===== src/rtl/ptpTimerPkg.sv =====
package ptpTimerPkg;
  // strobes from control to datapath, valid for one cycle
  typedef struct packed {
    logic load;     // replace time with external value
    logic step;     // add signed offset to time
    logic incLoad;  // replace increment
    logic incTrim;  // add signed fine value to increment
    logic sample;   // take a snapshot this cycle
  } tmrStrobeT;
endpackage


===== src/rtl/ptpTimerCtrl.sv =====
module ptpTimerCtrl
  import ptpTimerPkg::*;
#(
  parameter int SAMPLE_PERIOD = 16
) (
  input  logic      clk,
  input  logic      rstN,
  input  logic      adjValidTgl,
  input  logic [1:0] adjKind,
  input  logic      syncTgl,
  input  logic      loadEnable,
  output tmrStrobeT strobes
);
  localparam int CNT_W = (SAMPLE_PERIOD > 1) ? $clog2(SAMPLE_PERIOD) : 1;
  localparam logic [CNT_W-1:0] CNT_LAST = CNT_W'(SAMPLE_PERIOD - 1);

  logic prevAdj, prevSync;
  logic [CNT_W-1:0] sampleCnt;
  logic adjEdge, syncEdge;

  always_ff @(posedge clk or negedge rstN) begin
    if (!rstN) begin
      prevAdj   <= 1'b0;
      prevSync  <= 1'b0;
      sampleCnt <= '0;
    end else begin
      prevAdj  <= adjValidTgl;
      prevSync <= syncTgl;
      if (sampleCnt == CNT_LAST) sampleCnt <= '0;
      else                       sampleCnt <= sampleCnt + 1'b1;
    end
  end

  always_comb begin
    adjEdge         = adjValidTgl ^ prevAdj;
    syncEdge        = syncTgl ^ prevSync;
    strobes.load    = syncEdge & loadEnable;
    strobes.step    = adjEdge & (adjKind == 2'd0) & ~strobes.load;
    strobes.incLoad = adjEdge & (adjKind == 2'd1);
    strobes.incTrim = adjEdge & (adjKind == 2'd2);
    strobes.sample  = (sampleCnt == CNT_LAST);
  end
endmodule


===== src/rtl/ptpTimerDatapath.sv =====
module ptpTimerDatapath
  import ptpTimerPkg::*;
#(
  parameter int TIME_W     = 55,
  parameter int FRAC_W     = 32,
  parameter int INC_INT_W  = 10,
  parameter int STEP_W     = 18,
  parameter int ADJ_W      = 32,
  parameter int OUT_W      = 32,
  parameter int OUT_DELAY  = 2,
  parameter logic [INC_INT_W-1:0] RESET_INC_INT  = 10'd397,
  parameter logic [FRAC_W-1:0]    RESET_INC_FRAC = 32'h30164841
) (
  input  logic              clk,
  input  logic              rstN,
  input  tmrStrobeT         strobes,
  input  logic [ADJ_W-1:0]  adjWord,
  input  logic [TIME_W-1:0] extTime,
  output logic [TIME_W-1:0] timeNow,
  output logic [INC_INT_W+FRAC_W-1:0] incNow,
  output logic [OUT_W-1:0]  sampleOut,
  output logic              syncOut
);
  localparam int ACC_W = TIME_W + FRAC_W;
  localparam int INC_W = INC_INT_W + FRAC_W;

  logic [ACC_W-1:0] acc, incExt, stepVal;
  logic [INC_W-1:0] incReg, trimVal;
  logic [OUT_W-1:0] stage [OUT_DELAY+1];

  always_comb begin
    incExt  = ACC_W'(incReg);
    stepVal = {{(TIME_W-STEP_W){adjWord[STEP_W-1]}}, adjWord[STEP_W-1:0], {FRAC_W{1'b0}}};
    trimVal = {{(INC_W-ADJ_W){adjWord[ADJ_W-1]}}, adjWord};
  end

  always_ff @(posedge clk or negedge rstN) begin
    if (!rstN) begin
      acc    <= '0;
      incReg <= {RESET_INC_INT, RESET_INC_FRAC};
    end else begin
      if (strobes.load)      acc <= {extTime, {FRAC_W{1'b0}}};
      else if (strobes.step) acc <= acc + incExt + stepVal;
      else                   acc <= acc + incExt;
      if (strobes.incLoad)      incReg <= {adjWord[INC_INT_W-1:0], {FRAC_W{1'b0}}};
      else if (strobes.incTrim) incReg <= incReg + trimVal;
    end
  end

  // snapshot capture and delay line
  always_ff @(posedge clk or negedge rstN) begin
    if (!rstN) begin
      stage[0] <= '0;
      syncOut  <= 1'b0;
    end else if (strobes.sample) begin
      stage[0] <= acc[FRAC_W +: OUT_W];
      syncOut  <= ~syncOut;
    end
  end

  for (genvar i = 1; i <= OUT_DELAY; i++) begin : gDelay
    always_ff @(posedge clk or negedge rstN) begin
      if (!rstN) stage[i] <= '0;
      else       stage[i] <= stage[i-1];
    end
  end

  assign timeNow   = acc[ACC_W-1:FRAC_W];
  assign incNow    = incReg;
  assign sampleOut = stage[OUT_DELAY];
endmodule


===== src/rtl/ptpTimer.sv =====
module ptpTimer
  import ptpTimerPkg::*;
#(
  parameter int TIME_W        = 55,
  parameter int FRAC_W        = 32,
  parameter int INC_INT_W     = 10,
  parameter int STEP_W        = 18,
  parameter int ADJ_W         = 32,
  parameter int OUT_W         = 32,
  parameter int OUT_DELAY     = 2,
  parameter int SAMPLE_PERIOD = 16
) (
  input  logic              clk,
  input  logic              rstN,
  input  logic              adjValidTgl,
  input  logic [1:0]        adjKind,
  input  logic [ADJ_W-1:0]  adjWord,
  input  logic              syncTgl,
  input  logic              loadEnable,
  input  logic [TIME_W-1:0] extTime,
  output logic [OUT_W-1:0]  sampleOut,
  output logic              syncOut,
  output logic              sampleEdge
);
  localparam int INC_W = INC_INT_W + FRAC_W;

  tmrStrobeT         strobes;
  logic [TIME_W-1:0] timeNow;
  logic [INC_W-1:0]  incNow;

  ptpTimerCtrl #(.SAMPLE_PERIOD(SAMPLE_PERIOD)) ctrl (
    .clk(clk), .rstN(rstN), .adjValidTgl(adjValidTgl), .adjKind(adjKind),
    .syncTgl(syncTgl), .loadEnable(loadEnable), .strobes(strobes)
  );

  ptpTimerDatapath #(
    .TIME_W(TIME_W), .FRAC_W(FRAC_W), .INC_INT_W(INC_INT_W), .STEP_W(STEP_W),
    .ADJ_W(ADJ_W), .OUT_W(OUT_W), .OUT_DELAY(OUT_DELAY)
  ) dp (
    .clk(clk), .rstN(rstN), .strobes(strobes), .adjWord(adjWord),
    .extTime(extTime), .timeNow(timeNow), .incNow(incNow),
    .sampleOut(sampleOut), .syncOut(syncOut)
  );

  assign sampleEdge = strobes.sample;
endmodule


===== config.mk =====
export PLATFORM = sky130hd
export DESIGN_NAME = ptpTimer
export DESIGN_NICKNAME = d
export VERILOG_FILES = /design/src/rtl/ptpTimerPkg.sv /design/src/rtl/ptpTimerCtrl.sv /design/src/rtl/ptpTimerDatapath.sv /design/src/rtl/ptpTimer.sv
export SDC_FILE = /design/constraint.sdc
export NUM_CORES = 1
export LEC_CHECK = 0
export BUFFER_PORTS_ARGS = -buffer_cell sky130_fd_sc_hd__buf_2
export CAP_MARGIN = 20
export CORE_MARGIN = 10
export CORE_UTILIZATION = 34
export DETAILED_ROUTE_END_ITERATION = 6
export SLEW_MARGIN = 20
export SYNTH_ARGS = -nofsm -noshare
export SYNTH_HDL_FRONTEND = slang
export SYNTH_SLANG_ARGS = --single-unit

===== constraint.sdc =====
create_clock -name clk -period 4.65 [get_ports clk]
set_input_delay 0.2325 -clock clk [delete_from_list [all_inputs] [get_ports clk]]
set_output_delay 0.2325 -clock clk [all_outputs]
set_load 0.02 [all_outputs]

==> flow_summary.json <==
{
  "status": "finished with violations",
  "violations": "negative setup slack",
  "die_h_um": 224,
  "grt_usage_pct": 16.8,
  "fin_util_pct": 46.0,
  "crit_required_ps": 5100,
  "initial_core_util_pct": 34.5,
  "gr-usage-met3_pct": 2.90,
  "cts_max_level": 1,
  "drc_errors": 0,
  "worstPathMaxFanout": 3,
  "min_from": "extTime[0]",
  "crit_top_cell": "a21o_1",
  "relSlewSlack_pct": 26.9,
  "rr_worst_depth": 22,
  "synth-seq-cells": 209,
  "synth-edff-count": 0,
  "final-max-slew-violation-count": 0,
  "tns_ps": -4750,
  "io_pins": 128,
  "finalPower_mw": 15.7,
  "clk_path_buf_depth": 3,
  "syn_to_final_growth_pct": 33.3,
  "fin_cells": 2471,
  "post-place-ws_ps": -650,
  "grt.overflow.total": 0,
  "hpwl_um": 33300,
  "wl_per_cell_um": 17.8,
  "critical_path_class": "reg2reg",
  "yosys-top-cells-count": "dfrtp_1 (195), a21oi_1 (148), nor2_1 (133), ha_1 (119), o21ai_0 (109)",
  "fp.dieArea_mm2": 0.0501,
  "slowest_delay_ps": 420,
  "dp.cells": 2377,
  "antenna-diode-count": 0,
  "p_leak_nw": 8.86,
  "io_buffers": 104,
  "start_kind": "flop",
  "setup_ws_ps": -431,
  "stdcell_area_mm2": 0.0188,
  "rsz0062_at_grt": "true",
  "powerDensity_mw_per_mm2": 836,
  "grt_pass1_vias": 13000,
  "drt_iter0_drc": 812,
  "post-route-min-period_ps": 5080,
  "cts_buffers": 24,
  "die_w_um": 224,
  "core_mm2": 0.0409,
  "grt_max_degree": 111,
  "cts_root_buf": "clkbuf_16",
  "synth.area.top_cells": "dfrtp_1 (35%), ha_1 (11%), a21oi_1 (5.2%)",
  "yosysSeqAreaShare_pct": 37.1,
  "synth_flop_cell": "dfrtp_1",
  "vias": 13000,
  "r2r-end": "dp.acc[63]",
  "fin_skew_ps": 16.9,
  "final_nets": 2137,
  "top_usage_layer": "met2",
  "viasPerCell": 5.26,
  "synth_warnings": 0,
  "clock-sinks": 209,
  "reg2reg_from": "dp.acc[0]",
  "holdPathStages": 3,
  "synth_top_area_share_pct": 34.5,
  "syn_nets": 1767,
  "syn_avg_cell_area_um2": 9.11,
  "clk_pin_slew_ps": 60,
  "ant_nets": 0,
  "met2_usage_pct": 28.5,
  "synth_most_common_cell": "dfrtp_1",
  "first_pass_iters": 7,
  "grt_pass1_wl_um": 69200,
  "vdd_drop_max_mv": 0.465,
  "synth.cell_area_mm2": 0.0141,
  "fillers": 3927,
  "cp-end-kind": "flop",
  "hold_ws_ps": 17.1,
  "drive_above_1_share_pct": 31.7,
  "cp_slowest_cell": "a221o_2",
  "maxCapViolations": 0,
  "placed_cell_area_mm2": 0.0170,
  "rows": 74,
  "cp_cell_sequence": "ha_2 -> fa_2 -> a21o_1 -> a31o_1 -> a32o_1 -> a221o_2 -> nor2_4 -> o21ai_4 -> a31oi_2 -> o21ai_2 -> xor2_1 -> ha_1 -> a21o_1 -> a21o_1 -> nor3_2 -> o21ai_2 -> o31a_1 -> a211o_1 -> a21oi_2 -> xor2_2 -> o2111a_1 -> nor3_2",
  "synthArstFlopShare_pct": 100,
  "clkLatencyLatePin_ps": 540,
  "place_congestion": 0.947,
  "met1_usage_pct": 21.3,
  "syn_inst": 1551,
  "hold_viol_final": 0,
  "cts_tree": "done",
  "min_to": "dp.acc[32]",
  "hold_class": "in2reg",
  "crit_arrival_ps": 5530,
  "synth_cell_types": 81,
  "tightest_slew_ps": 1090,
  "synth_top_area_cell": "dfrtp_1",
  "antenna_found_initial": 1,
  "fmax_ghz": 0.197,
  "setup_viol_count_final": 19,
  "final.period_utilization_pct": 109,
  "wl_um": 44100,
  "rrSetupSlack_ps": -430
}
## cell usage in the layout (no fill, tap or decap), types with 19 or more instances in the layout
cell           instances
o21bai_1              20
dfrtp_1              195
inv_1                 34
and3_1                23
nand2_1              106
dlygate4sd3_1         27
a21oi_1              127
mux2_2                30
nand3_1               55
buf_4                297
xor2_1                54
xnor2_1               55
nor3_1                19
o21ai_0               86
ha_1                 114
buf_2                103
nand4_1               21
a21oi_2               20
a21o_1                58
clkbuf_16             24
nor2_1               128
## where the power goes
part | internal [mW] | switching [mW]
Sequential | 2.62 | 0.430
Clock | 1.16 | 0.780
Combinational | 5.32 | 5.43
## flip-flops by register name, indices dropped and copies added (netlist names)
signal          flops
ctrl.prevAdj        1
ctrl.prevSync       1
ctrl.sampleCnt      4
dp.acc             64
dp.incNow          42
dp.sampleOut       32
dp.stage           64
dp.syncOut          1
## worst max-delay path, delay by kind of cell, from the launching register on
kind | cells | cell delay (ps)
compound gates | 14 | 3010
xor+xnor | 2 | 270
fa+ha+maj | 3 | 850
flops | 1 | 370
simple gates | 3 | 500
## kinds of logic after synthesis
kind of cell	Yosys count	synth area share [%]
AOI/OAI and AO/OA	476	21.5
and+or+nand+nor	454	15.5
DFF	209	37.1
buffers and inverters	134	4.63
xor gates and xnor gates	122	7.62
adders and majority gates	122	11.0
muxes	34	2.67
## repair_timing
item                       CTS  global route
gates resized for setup     65            68
hold buffers                27             0
hold endpoints to repair   126             0
buffers inserted            13            15
setup endpoints to repair   22            28
pin swaps                   49            48
## cell type report
class,instances,area [µm²],share of cell area (%)
well taps,532,666,3.53
clock buffers,39,717,3.81
clock inverters,5,90.1,0.478
inverters,36,135,0.718
multi-input cells,1208,8780,46.6
flip-flops and latches,209,5250,27.9
repair buffers,442,3200,17.0
## worst max-delay path by stage
| stage | startpoint | end | slack (ps) |
|---|---|---|---|
| 3_5_place_dp | dp.acc[0] | dp.acc[63] | -650 |
| 4_1_cts | dp.acc[0] | dp.acc[63] | -410 |
| 6_report | dp.acc[0] | dp.acc[63] | -430 |
| 5_1_grt | dp.acc[0] | dp.acc[62] | -600 |
| 2_1_floorplan | dp.acc[0] | dp.acc[61] | -180 |
| 3_3_place_gp | dp.incNow[34] | dp.acc[63] | -470 |
## layer usage
| metal | wire length (µm) | part of all wire, % |
|---|---|---|
| met4 | 1380 | 3.1 |
| met1 | 19300 | 44 |
| met5 | 0 | 0 |
| met3 | 2450 | 5.5 |
| met2 | 21000 | 48 |
Power figures use the tool's default switching activity.
